### config.mk
export PLATFORM = sky130hd
export DESIGN_NAME = cmp_flag_unit
export DESIGN_NICKNAME = d
export VERILOG_FILES = /design/src/rtl/cmp_flag_pkg.sv /design/src/rtl/cmp_decode.sv /design/src/rtl/cmp_sub.sv /design/src/rtl/cmp_flag_merge.sv /design/src/rtl/cmp_flag_unit.sv
export SDC_FILE = /design/constraint.sdc
export NUM_CORES = 1
export LEC_CHECK = 0
export BUFFER_PORTS_ARGS = -buffer_cell sky130_fd_sc_hd__buf_2
export CAP_MARGIN = 30
export CORE_MARGIN = 2
export CORE_UTILIZATION = 33
export CTS_BUF_LIST = sky130_fd_sc_hd__clkbuf_4
export DETAILED_ROUTE_END_ITERATION = 8
export PLACE_DENSITY_LB_ADDON = 0.05
export RECOVER_POWER = 25
export SYNTH_ARGS = -nofsm -noshare
export SYNTH_HDL_FRONTEND = slang
export SYNTH_SLANG_ARGS = --single-unit
### constraint.sdc
create_clock -name clk -period 6.9 [get_ports clk]
set_input_delay 1.38 -clock clk [delete_from_list [all_inputs] [get_ports clk]]
set_output_delay 1.38 -clock clk [all_outputs]
set_load 0.05 [all_outputs]
### src/rtl/cmp_flag_pkg.sv
package cmp_flag_pkg;
  localparam int unsigned SR_C = 0;
  localparam int unsigned SR_Z = 1;
  localparam int unsigned SR_N = 2;
  localparam int unsigned SR_V = 3;
  localparam int unsigned SR_S = 4;
  localparam int unsigned SR_H = 5;
  localparam int unsigned SR_T = 6;
  localparam int unsigned SR_I = 7;

  typedef enum logic [1:0] {
    OP_NONE = 2'd0,
    OP_CMP  = 2'd1,
    OP_CMPC = 2'd2,
    OP_CMPI = 2'd3
  } cmp_op_e;

  typedef struct packed {
    logic h;
    logic s;
    logic v;
    logic n;
    logic z;
    logic c;
  } arith_flags_t;
endpackage

### src/rtl/cmp_decode.sv
module cmp_decode
  import cmp_flag_pkg::*;
#(
  parameter int unsigned INSTR_W = 16,
  parameter int unsigned DATA_W  = 8,
  parameter int unsigned IDX_W   = 5
) (
  input  logic [INSTR_W-1:0] instr,
  output cmp_op_e            op,
  output logic [IDX_W-1:0]   dst_idx,
  output logic [IDX_W-1:0]   src_idx,
  output logic [DATA_W-1:0]  imm
);
  localparam int unsigned NIB      = DATA_W / 2;
  localparam int unsigned TOP6_LSB = INSTR_W - 6;
  localparam int unsigned TOP4_LSB = INSTR_W - 4;
  localparam int unsigned DHI_BIT  = 8;
  localparam int unsigned RHI_BIT  = 9;

  logic [5:0] top6;
  logic [3:0] top4;

  assign top6 = instr[INSTR_W-1:TOP6_LSB];
  assign top4 = instr[INSTR_W-1:TOP4_LSB];

  always_comb begin
    if (top6 == 6'b000101)      op = OP_CMP;
    else if (top6 == 6'b000001) op = OP_CMPC;
    else if (top4 == 4'b0011)   op = OP_CMPI;
    else                        op = OP_NONE;
  end

  assign imm = {instr[2*NIB+NIB-1:2*NIB], instr[NIB-1:0]};

  always_comb begin
    if (op == OP_CMPI) dst_idx = {1'b1, instr[2*NIB-1:NIB]};
    else               dst_idx = {instr[DHI_BIT], instr[2*NIB-1:NIB]};
  end

  assign src_idx = {instr[RHI_BIT], instr[NIB-1:0]};

  always_comb begin
    if (op == OP_CMPI)
      assert (dst_idx >= IDX_W'(16)) else $error("AST_IMM_UPPER_BANK");
  end
endmodule

### src/rtl/cmp_sub.sv
module cmp_sub #(
  parameter int unsigned DATA_W = 8
) (
  input  logic [DATA_W-1:0] a,
  input  logic [DATA_W-1:0] b,
  input  logic              bin,
  output logic [DATA_W-1:0] diff,
  output logic              bout,
  output logic              half_bout,
  output logic              ovf
);
  localparam int unsigned HALF = DATA_W / 2;

  logic [DATA_W:0] bw;
  assign bw[0] = bin;

  for (genvar i = 0; i < DATA_W; i++) begin : g_bit
    assign diff[i]  = a[i] ^ b[i] ^ bw[i];
    assign bw[i+1]  = (~a[i] & b[i]) | (~(a[i] ^ b[i]) & bw[i]);
  end

  assign bout      = bw[DATA_W];
  assign half_bout = bw[HALF];
  assign ovf = (a[DATA_W-1] & ~b[DATA_W-1] & ~diff[DATA_W-1]) |
               (~a[DATA_W-1] & b[DATA_W-1] & diff[DATA_W-1]);

  logic [DATA_W:0] ref_full;
  always_comb begin
    ref_full = {1'b0, a} - {1'b0, b} - {{DATA_W{1'b0}}, bin};
    assert (ref_full[DATA_W] == bout && ref_full[DATA_W-1:0] == diff)
      else $error("AST_BORROW_MATCH");
  end
endmodule

### src/rtl/cmp_flag_merge.sv
module cmp_flag_merge
  import cmp_flag_pkg::*;
#(
  parameter int unsigned DATA_W = 8
) (
  input  cmp_op_e           op,
  input  logic [DATA_W-1:0] diff,
  input  logic              bout,
  input  logic              half_bout,
  input  logic              ovf,
  input  logic [7:0]        sreg_in,
  output logic [7:0]        sreg_next,
  output logic              upd
);
  arith_flags_t fl;
  logic         zero;

  assign zero = (diff == '0);
  assign upd  = (op != OP_NONE);

  always_comb begin
    fl.c = bout;
    fl.h = half_bout;
    fl.n = diff[DATA_W-1];
    fl.v = ovf;
    fl.s = diff[DATA_W-1] ^ ovf;
    fl.z = zero & ((op != OP_CMPC) | sreg_in[SR_Z]);
  end

  always_comb begin
    sreg_next = sreg_in;
    if (upd) begin
      sreg_next[SR_C] = fl.c;
      sreg_next[SR_Z] = fl.z;
      sreg_next[SR_N] = fl.n;
      sreg_next[SR_V] = fl.v;
      sreg_next[SR_S] = fl.s;
      sreg_next[SR_H] = fl.h;
    end
  end

  always_comb begin
    if (op == OP_CMPC && !sreg_in[SR_Z])
      assert (!sreg_next[SR_Z]) else $error("AST_CHAIN_Z_STICKY");
  end
endmodule

### src/rtl/cmp_flag_unit.sv
module cmp_flag_unit
  import cmp_flag_pkg::*;
#(
  parameter int unsigned DATA_W  = 8,
  parameter int unsigned INSTR_W = 16,
  parameter int unsigned IDX_W   = 5
) (
  input  logic               clk,
  input  logic               rst,
  input  logic               in_valid,
  input  logic [INSTR_W-1:0] instr,
  input  logic [DATA_W-1:0]  rd_val,
  input  logic [DATA_W-1:0]  rr_val,
  input  logic [7:0]         sreg_in,
  output logic [IDX_W-1:0]   dst_idx,
  output logic [IDX_W-1:0]   src_idx,
  output logic               out_valid,
  output logic               out_upd,
  output logic [7:0]         sreg_out
);
  cmp_op_e           op;
  logic [DATA_W-1:0] imm;
  logic [DATA_W-1:0] sub_b;
  logic              sub_bin;
  logic [DATA_W-1:0] diff;
  logic              bout, half_bout, ovf;
  logic [7:0]        sreg_next;
  logic              upd;

  cmp_decode #(.INSTR_W(INSTR_W), .DATA_W(DATA_W), .IDX_W(IDX_W)) u_dec (
    .instr(instr), .op(op), .dst_idx(dst_idx), .src_idx(src_idx), .imm(imm)
  );

  assign sub_b   = (op == OP_CMPI) ? imm : rr_val;
  assign sub_bin = (op == OP_CMPC) ? sreg_in[SR_C] : 1'b0;

  cmp_sub #(.DATA_W(DATA_W)) u_sub (
    .a(rd_val), .b(sub_b), .bin(sub_bin),
    .diff(diff), .bout(bout), .half_bout(half_bout), .ovf(ovf)
  );

  cmp_flag_merge #(.DATA_W(DATA_W)) u_merge (
    .op(op), .diff(diff), .bout(bout), .half_bout(half_bout), .ovf(ovf),
    .sreg_in(sreg_in), .sreg_next(sreg_next), .upd(upd)
  );

  always_ff @(posedge clk) begin
    if (rst) begin
      out_valid <= 1'b0;
      out_upd   <= 1'b0;
      sreg_out  <= '0;
    end else begin
      out_valid <= in_valid;
      if (in_valid) begin
        out_upd  <= upd;
        sreg_out <= sreg_next;
      end
    end
  end

  AST_VALID_FOLLOWS: assert property (@(posedge clk) disable iff (rst)
    in_valid |=> out_valid);
  AST_NO_SPURIOUS_VALID: assert property (@(posedge clk) disable iff (rst)
    !in_valid |=> !out_valid && $stable(sreg_out));
  AST_TI_PASS: assert property (@(posedge clk) disable iff (rst)
    in_valid |=> sreg_out[7:6] == $past(sreg_in[7:6]));
  AST_NONCMP_KEEP: assert property (@(posedge clk) disable iff (rst)
    in_valid && op == OP_NONE |=> sreg_out == $past(sreg_in) && !out_upd);
  AST_SIGN_XOR: assert property (@(posedge clk) disable iff (rst)
    out_valid && out_upd |-> sreg_out[SR_S] == (sreg_out[SR_N] ^ sreg_out[SR_V]));
  AST_PLAIN_ZERO: assert property (@(posedge clk) disable iff (rst)
    in_valid && op == OP_CMP && rd_val == rr_val |=> sreg_out[SR_Z] && !sreg_out[SR_C]);
endmodule

# [After elaboration in Yosys (flattened, before gate mapping)]
# Index checks and enable logic that the tools add are counted.
# W data, S select, Z words.
[word_totals] word_cells=83 register_bits=10
[classes] muxes=7 reduce_logical=2 bitwise_logic=65 n_eq_ne=6
[op_table] cell="$and A1 B1 Y1" count=20
[op_table] cell="$not A1 Y1" count=18
[op_table] cell="$xor A1 B1 Y1" count=17
[op_table] cell="$or A1 B1 Y1" count=10
[op_table] cell="$logic_not A8 Y1" count=1
[op_table] cell="$mux W8" count=1
[op_table] cell="$eq A6 B1 Y1 const B" count=1
[op_table] cell="$eq A6 B3 Y1 const B" count=1
[op_table] cell="$mux W2" count=3
[op_table] cell="$mux W6" count=1
[op_table] cell="$mux W5" count=1
[op_table] cell="$eq A2 B2 Y1 const B" count=2
[op_table] cell="$eq A4 B2 Y1 const B" count=1
[op_table] cell="$ne A2 B2 Y1 const B" count=1
[op_table] cell="$reduce_bool A2 Y1" count=1
[op_table] cell="$mux W1" count=1

# [Logic depth before layout (Yosys ltp)]
# Gate-level depths: netlist of the first run.
[logic_depth] word_depth=28 ltp_mapped=17 mapped_depth_nobuf=16

# [Hierarchy]
# A second synthesis of the first run with hierarchy kept.
[hier_totals] cells_unflattened=112 hier_area_um2=1024.7
[modules_own_cells] module="cmp_flag_unit" seq_area_each_um2=200.2 cells_per_inst=41 instances=1 area_per_inst_um2=447.9
[modules_own_cells] module="cmp_sub" seq_area_each_um2=0.0 cells_per_inst=31 instances=1 area_per_inst_um2=275.3
[modules_own_cells] module="cmp_decode" seq_area_each_um2=0.0 cells_per_inst=24 instances=1 area_per_inst_um2=177.7
[modules_own_cells] module="cmp_flag_merge" seq_area_each_um2=0.0 cells_per_inst=16 instances=1 area_per_inst_um2=123.9

# [Worst setup path after synthesis of the first run]
# Ideal clock, no wire load.
[synth_timing] path_type="input to register" startpoint="in instr[15]" endpoint="reg sreg_out[1]" t_arrival_ns=5.681 setup_ns=0.086 setup_slack_ns=1.133 required_time_ns=6.814 stages=17 path_cell_list="nor2_2 and2_4 buf_6 mux2_2 fa_1 inv_1 fa_1 fa_1 fa_1 fa_1 fa_1 fa_1 fa_1 nor4_1 nand2_1 o2bb2ai_1 a211oi_1"
[synth_via] elab_chain_len=26 elab_cells_between_ends=60 classes_between="eq/ne (6); mux (6); bitwise (46); reduce/logical (2)"
[synth_lines] item="start: declaration" line_no="cmp_flag_unit.sv:11" source="input logic [INSTR_W-1:0] instr,"
[synth_lines] item="$eq A4 B2 Y1" line_no="cmp_decode.sv:29" source="else if (top4 == 4'b0011) op = OP_CMPI;"
[synth_lines] item="$mux W2" line_no="cmp_decode.sv:29"
[synth_lines] item="$mux W2" line_no="cmp_decode.sv:28" source="else if (top6 == 6'b000001) op = OP_CMPC;"
[synth_lines] item="$mux W2 *" line_no="cmp_decode.sv:27" source="if (top6 == 6'b000101) op = OP_CMP;"
[synth_lines] item="$eq A2 B2 Y1" line_no="cmp_flag_unit.sv:34" source="assign sub_b = (op == OP_CMPI) ? imm : rr_val;"
[synth_lines] item="$mux W8" line_no="cmp_flag_unit.sv:34"
[synth_lines] item="$xor A1 B1 Y1" line_no="cmp_sub.sv:18, cmp_sub.sv:19"
[synth_lines] item="$not A1 Y1" line_no="cmp_sub.sv:19" source="assign bw[i+1] = (~a[i] & b[i]) | (~(a[i] ^ b[i]) & bw[i]);"
[synth_lines] item="[... 10 more ...]"
[synth_lines] item="$and A1 B1 Y1" line_no="cmp_sub.sv:19"
[synth_lines] item="$or A1 B1 Y1" line_no="cmp_sub.sv:19"
[synth_lines] item="$and A1 B1 Y1" line_no="cmp_sub.sv:19"
[synth_lines] item="$or A1 B1 Y1" line_no="cmp_sub.sv:19"
[synth_lines] item="$xor A1 B1 Y1" line_no="cmp_sub.sv:18" source="assign diff[i] = a[i] ^ b[i] ^ bw[i];"
[synth_lines] item="$logic_not A8 Y1" line_no="cmp_flag_merge.sv:18" source="assign zero = (diff == '0);"
[synth_lines] item="$and A1 B1 Y1" line_no="cmp_flag_merge.sv:27" source="fl.z = zero & ((op != OP_CMPC) | sreg_in[SR_Z]);"
[synth_lines] item="$mux W6 *" line_no="cmp_flag_merge.sv:32" source="if (upd) begin"
[synth_lines] item="end signal: assignment" line_no="cmp_flag_unit.sv:56" source="sreg_out <= sreg_next;"
[synth_lines] item="end: declaration" line_no="cmp_flag_unit.sv:19" source="output logic [7:0] sreg_out"
# Mark *: on every way between the ends. The rest lies on a longest branch, timed or not.
# A chain may end at the register's enable or synchronous reset.

# [Worst setup path after layout of the first run]
# Ends and elaborated chain as after synthesis.

==> results of run 1 <==
cell families after synthesis:
kind of cell,count (synthesis)
AO/OA/AOI/OAI,15
buffers and inverters,17
AND/OR/NAND/NOR,23
multiplexers,13
flip-flops,10
adder cells (fa/ha/maj),11
final timing paths:
kind                                  start     endpoint  slack (ns)  cells after the start
worst max-delay path              instr[15]  sreg_out[1]        1.05                     17
worst min-delay path            sreg_out[3]  sreg_out[3]        0.48                      2
worst max register to register  sreg_out[0]  sreg_out[0]        6.20                      2
worst min register to register  sreg_out[3]  sreg_out[3]        0.48                      2
per-layer routing:
| layer | vias to the layer above | GRT usage | routed length, um |
|---|---|---|---|
| li1 | 387 | - | - |
| met1 | 349 | 0.1777 | 888 |
| met2 | 35 | 0.2326 | 1007 |
| met3 | 4 | 0.02995 | 200 |
| met4 | 0 | 0.06463 | 17 |
| met5 | - | 0 | 0 |
cell usage in the layout (no fill, tap or decap), drive strengths merged:
master / count
o21ai: 2
nor2: 10
nand3: 1
o22ai: 1
nor2b: 1
mux2i: 11
ha: 2
mux2: 2
nor4b: 1
nand2: 2
o2bb2ai: 1
or2: 1
o221ai: 1
buf: 50
o21a: 1
inv: 4
and2: 2
nand2b: 1
a21oi: 1
clkinv: 1
dfxtp: 10
o211a: 1
nor3b: 1
nor4: 1
fa: 9
and4b: 1
and2b: 1
clkbuf: 7
a211oi: 5
o211ai: 2
flip-flops by register name, indices dropped and copies added, names as in the netlist:
signal / count
out_upd: 1
out_valid: 1
sreg_out: 8
power groups by stage:
stage	sequential (mW)	combinational [mW]	clock, mW
after floorplan	0.0772	0.0445	0
after global placement	0.0642	0.0727	0
after detailed placement	0.0642	0.0728	0
after CTS	0.0630	0.0732	0.0430
after global routing	0.0634	0.0798	0.0468
final	0.0630	0.0716	0.0409
critical path, delay by kind of cell:
| kind | cells | cell delay [ns] |
|---|---|---|
| multiplexers | 1 | 0.19 |
| adder cells (fa/ha/maj) | 8 | 3.07 |
| AO/OA/AOI/OAI | 2 | 0.35 |
| AND/OR/NAND/NOR | 4 | 0.91 |
| buffers and inverters | 2 | 0.15 |
layout make-up:
class | instances | share of cell area
multi-input cells | 62 | 0.5251
repair buffers | 54 | 0.2309
flip-flops and latches | 10 | 0.1743
well taps | 31 | 0.03377
clock buffers | 3 | 0.01961
inverters | 4 | 0.01307
clock inverters | 1 | 0.003268
per-stage QoR:
stage / setup WS [ns] / instance area (um^2) / std cells
detailed placement: 0.7065 / 1127 / 161
finish: 1.052 / 1149 / 165
CTS: 1.010 / 1154 / 165
global placement: 0.8729 / 1127 / 161
global route: 0.7333 / 1149 / 165
floorplan: 1.133 / 910.9 / 89
==> summary.txt, run 1 <==
Status
  • Status: complete, no violations

Synthesis
  • Count leader, synth: mux2i_1
  • Mapped Area: 910.9 um^2
  • Syn Nets: 143
  • Post-synth EDFFs: 0
  • Post-synth top area cell: dfxtp_1
  • Synth Area in Simple Gates: 0.1538
  • Adder-cell share of the synthesized area: 0.2253
  • Main combinational cell family by area after synthesis: adder cells
  • Synth Area in Compound Gates: 0.1332
  • Synth Area in XOR/XNOR: 0
  • Synth top area share: 0.2198
  • Synth Register Bits: 10
  • Post-synthesis mux area share: 0.1497
  • Post-synth ARST share: 0
  • Sequential fraction of the synthesis area: 0.2198
  • Synth top area cells: dfxtp_1, fa_1, mux2i_1
  • Main flop type after synthesis: dfxtp_1
  • Post-synthesis instance total: between 80 and 90
  • Cell variety after synth: 35
  • Yosys warns: 0
  • Commonest cells post-synth: mux2i_1, dfxtp_1, buf_4, fa_1, nor2_1
  • Syn avg cell area: 10.23 um^2

Finish
  • Final Core Density: 0.4276
  • Area grow syn2layout: 26.10%
  • Area of the multi-input gates: 603.1 um^2
  • Net count reported at finish: 189
  • Fill count: 293
  • Fraction of layout cells with a size suffix above 1: 0.4701
  • Area occupied by registers: 200.2 um^2
  • Diode count: 0

Setup path
  • CP Class: input port to flip-flop
  • Crit-path most repeated cell: fa_1
  • CP Data Arrival Time: between 6 and 7 ns
  • Critical path startpoint category: input port
  • Worst path cell trace: buf_2 > nor2_2 > and2_4 > mux2_2 > fa_1 > inv_1 > fa_1 > fa_1 > fa_1 > fa_1 > fa_1 > fa_1 > fa_1 > nor4_1 > nand2_1 > o2bb2ai_1 > a211oi_1
  • Req. time, crit path: 7.08 ns
  • Maximum fanout along the worst path: 9
  • Worst Setup End Kind: flip-flop
  • CP max stage delay: 0.48 ns
  • Slowest stage cell, crit path: fa_1

Clock tree
  • Cts repair resizes: 0
  • Maximum buffer depth of the clock tree: 2
  • TritonCTS Buffers: 3
  • Clock Pin Slew Worst Setup and Hold Paths: 0.07 ns
  • Hold buffers post-CTS: 0
  • Num Clock Sinks: 10
  • H-tree depth: 1
  • Worst skew pair latency: 0.26 ns
  • Post-CTS setup buffers: 0
  • CTS tree: built
  • CTS root buffer: clkbuf_4

Global routing
  • GRT overflow: 0
  • Vias in the first global route: 799
  • GRT Total Usage: 0.1420
  • Initial antenna violation count: 0
  • Largest net degree at the start of global routing: 18
  • Global-route wire length before repair: 3588 um

Placement
  • # port buffers: 54
  • Post-DP HPWL: 1822 um
  • GP Congestion: 0.8071

Pwr
  • Sequential cell fraction of total power: 0.359
  • Sw Ratio: 0.3775
  • NetSw: about 0.066 mW
  • VDD IR-drop max: 0.1189 mV
  • Comb pwr share: 0.408
  • Pint: roughly 0.11 mW
  • Power Dens Cells: 152.8 nW/um^2
  • Lkg Pwr: roughly 0.54 nW
  • Clk network pwr share: 0.233
  • Tot Pwr: 0.1755 mW

Timing
  • # setup viols final: 0
  • Max Slew Vio Count: 0
  • Final hold viol count: 0
  • Worst hold slack: 0.4778 ns
  • Worst relative slew slack: 0.4751
  • Final period util: 0.8475
  • RSZ-0062 raised after global routing: no
  • Setup TNS: 0 ns
  • Minimum clock period: 5.848 ns
  • Setup Skew: 0 ns
  • Slew @ Worst Pin: 0.7874 ns
  • Max Clk Rate: 171.0 MHz

Routing
  • Routed WL: 2114 um
  • DR WL/cell: 12.81 um
  • Antenna viol nets, final: 0
  • Residual DRC count: 0
  • Vias: ~780
  • DRT iter0 DRCs: 13
  • Router iterations before antenna repair: 2
  • Via/cell ratio: 4.697

Floorplanning
  • Io pins: 63
  • Die W: 56.54 um
  • Initial core utilization: 0.3391
  • Die area: 3196 um^2
  • Core area: approximately 2700 um^2
  • Rows: 19
  • Die height: 56.54 um

Job
  • Maxcap violations: 0

Min path
  • HP Class: flip-flop to flip-flop
No activity file was read; power rests on OpenSTA's default activity.
==> inputs of run 2 (changes only) <==
- clock period: 6.9 -> 5.8 ns (I/O delays scaled with it)
==> run 2 against run 1 <==
  * Sequential share of layout area shrank 0.34 points
  * Global-route usage is 0.56 points lower
  * Final cell count rose by 1.8%
  * Largest power group unchanged
==> summary.txt, run 2 (same netlist as run 1, synthesis figures left out) <==
Global routing
  • Largest net degree at the start of global routing: 18 (unchanged)
  • Vias in the first global route: 815 (was 799)
  • GRT Total Usage: 0.1364 (was 0.1420)
  • GRT overflow: 0 (unchanged)
  • Initial antenna violation count: 0 (unchanged)
  • Global-route wire length before repair: 3387 um (was 3588 um)

Pwr
  • VDD IR-drop max: 0.1297 mV (was 0.1189 mV)
  • Pint: 0.1309 mW (was 0.1093 mW)
  • Comb pwr share: 0.411 (was 0.408)
  • Clk network pwr share: 0.233 (about the same)
  • NetSw: 0.07939 mW (was 0.06625 mW)
  • Lkg Pwr: 0.5577 nW (was 0.5419 nW)
  • Power Dens Cells: 179.6 nW/um^2 (was 152.8 nW/um^2)
  • Sequential cell fraction of total power: 0.356 (was 0.359)
  • Tot Pwr: 0.2103 mW (was 0.1755 mW)
  • Sw Ratio: 0.3775 (about the same)

Setup path
  • Worst path cell trace: buf_2 > and2_4 > and2_4 > mux2_2 > fa_1 > inv_1 > fa_1 > fa_1 > fa_1 > fa_1 > fa_1 > fa_1 > fa_1 > nor4_1 > nand2_1 > o2bb2ai_1 > a211oi_1 (was buf_2 > nor2_2 > and2_4 > mux2_2 > fa_1 > inv_1 > fa_1 > fa_1 > fa_1 > fa_1 > fa_1 > fa_1 > fa_1 > nor4_1 > nand2_1 > o2bb2ai_1 > a211oi_1)
  • R2r worst-path depth: 2 (unchanged)
  • Worst Setup End Kind: flip-flop (unchanged)
  • Maximum fanout along the worst path: 5 (was 9)
  • CP Class: input port to flip-flop (unchanged)
  • CP Launch Point: instr[13] (was instr[15])
  • Req. time, crit path: 5.98 ns (was 7.08 ns)
  • Critical path startpoint category: input port (unchanged)
  • Crit-path most repeated cell: fa_1 (unchanged)
  • Reg-to-Reg Start: sreg_out[0] (unchanged)
  • Bufs and invs on worst path: 2 (unchanged)
  • Reg2reg end: sreg_out[0] (unchanged)
  • CP max stage delay: 0.48 ns (about the same)
  • Slowest stage cell, crit path: fa_1 (unchanged)
  • R2R Setup Slk: 5.11 ns (was 6.20 ns)
  • Cell family with most CP delay: adder cells (unchanged)
  • CP Data Arrival Time: 5.65 ns (was 6.03 ns)

Floorplanning
  • Initial core utilization: 0.3391 (unchanged)
  • Die W: 56.54 um (unchanged)
  • Die height: 56.54 um (unchanged)
  • Io pins: 63 (unchanged)
  • Core area: 2686 um^2 (unchanged)
  • Rows: 19 (unchanged)
  • Die area: 3196 um^2 (unchanged)

Routing
  • DR WL met2: 944 um (was 1007 um)
  • DRT met1 WL: 951 um (was 888 um)
  • Met3 wire len: 155 um (was 200 um)
  • DRT iter0 DRCs: 8 (was 13)
  • Antenna viol nets, final: 0 (unchanged)
  • Router iterations before antenna repair: 3 (was 2)
  • Top Metal Used: met4 (unchanged)
  • Residual DRC count: 0 (unchanged)
  • Via/cell ratio: 4.685 (was 4.697)
  • Vias: 787 (was 775)
  • DR WL/cell: 12.33 um (was 12.81 um)
  • Routed WL: 2072 um (was 2114 um)

Timing
  • RSZ-0062 raised after global routing: no (unchanged)
  • Max Clk Rate: 183.0 MHz
  • Max Slew Vio Count: 0 (unchanged)
  • Worst relative slew slack: 0.4865 (was 0.4751)
  • Final period util: 0.9424
  • Final hold viol count: 0 (unchanged)
  • Slew @ Worst Pin: 0.7702 ns (was 0.7874 ns)
  • Minimum clock period: 5.466 ns
  • Setup TNS: 0 ns (unchanged)
  • # setup viols final: 0 (unchanged)
  • Setup Skew: 0 ns (unchanged)

Finish
  • Biggest regs: sreg_out x8, out_upd x1, out_valid x1 (unchanged)
  • Post-route insts no fill: 168 (was 165)
  • Most frequent cells in the layout: buf_2, mux2i_1, dfxtp_1, nor2_1, fa_1 (unchanged)
  • Diode count: 0 (unchanged)
  • Fraction of layout cells with a size suffix above 1: 0.4818 (was 0.4701)
  • Net count reported at finish: 192 (was 189)
  • Area grow syn2layout: 28.57% (was 26.10%)
  • Most flops, register: sreg_out (unchanged)
  • Final Core Density: 0.4360 (was 0.4276)
  • Largest register FFs: 8 (unchanged)
  • Most common cell after layout, fill and taps aside: buf_2 (unchanged)
  • Final design area excluding fillers: 1171 um^2 (was 1149 um^2)

Status
  • Status: complete, no violations (unchanged)

Clock tree
  • CTS tree: built (unchanged)
  • Num Clock Sinks: 10 (unchanged)
  • Hold buffers post-CTS: 0 (unchanged)
  • Maximum buffer depth of the clock tree: 2 (unchanged)
  • Clock Pin Slew Worst Setup and Hold Paths: 0.07 ns (about the same)
  • TritonCTS Buffers: 3 (unchanged)
  • CTS root buffer: clkbuf_4 (unchanged)
  • Cts repair resizes: 0 (unchanged)
  • Post-CTS setup buffers: 0 (unchanged)
  • H-tree depth: 1 (unchanged)
  • Worst skew pair latency: 0.26 ns (about the same)

Placement
  • # port buffers: 54 (unchanged)
  • Dpl cell area: 1150 um^2 (was 1127 um^2)
  • Placed Cells: 164 (was 161)
  • GP Congestion: 0.8016 (was 0.8071)

Min path
  • Hold endpoint: sreg_out[3] (unchanged)
  • HP Class: flip-flop to flip-flop (unchanged)
  • Worst Hold Launch: sreg_out[3] (unchanged)
  • Worst hold path stage count: 2 (unchanged)

Job
  • Maxcap violations: 0 (unchanged)
[run 2: cell count changes in the layout (fill, tap and decap cells not counted), sizes merged]
cell | before | now
buf | 50 | 53
[run 2: cell type report]
class	count	area, um^2
Inverter	4	15.01
Sequential cell	10	200.2
Multi-Input combinational cell	62	603.1
Clock inverter	1	3.754
Tap cell	31	38.79
Timing Repair Buffer	57	287.8
Fill cell	289	1515
Clock buffer	3	22.52
[run 2: per-layer routing]
metal | vias to the layer above | GRT usage
met5 | - | 0
met2 | 33 | 0.2143
met3 | 4 | 0.02535
met1 | 354 | 0.1800
li1 | 396 | -
met4 | 0 | 0.06463
[run 2: power groups by stage]
stage / Clock, mW / Sequential, mW / Combinational [mW]
floorplan: 0 / 0.0918 / 0.0529
global placement: 0 / 0.0763 / 0.0880
detailed placement: 0 / 0.0763 / 0.0879
CTS: 0.0525 / 0.0748 / 0.0884
global route: 0.0571 / 0.0754 / 0.0955
finish: 0.0491 / 0.0749 / 0.0864
[run 2: stage by stage]
stage | hold slack (ns) | setup slack, ns
final | 0.4670 | 0.3343
after global routing | 0.5238 | 0.1474
after CTS | 0.4720 | 0.3125
after detailed placement | 0.4626 | 0.03404
after global placement | 0.4541 | 0.1268
after floorplan | 0.6901 | 0.2534
[run 2: worst max-delay path by stage]
stage	end	slack, ns	depth (start not counted)
4_1_cts	sreg_out[1]	0.31	17
3_3_place_gp	sreg_out[1]	0.13	17
6_report	sreg_out[1]	0.33	17
2_1_floorplan	sreg_out[1]	0.25	17
5_1_grt	sreg_out[1]	0.15	17
3_5_place_dp	sreg_out[1]	0.03	17
[run 2: worst register-to-register path: stages (launching register included)]
cell and delay, ns:
dfxtp_1 0.32, o22ai_1 0.07, a211oi_1 0.22
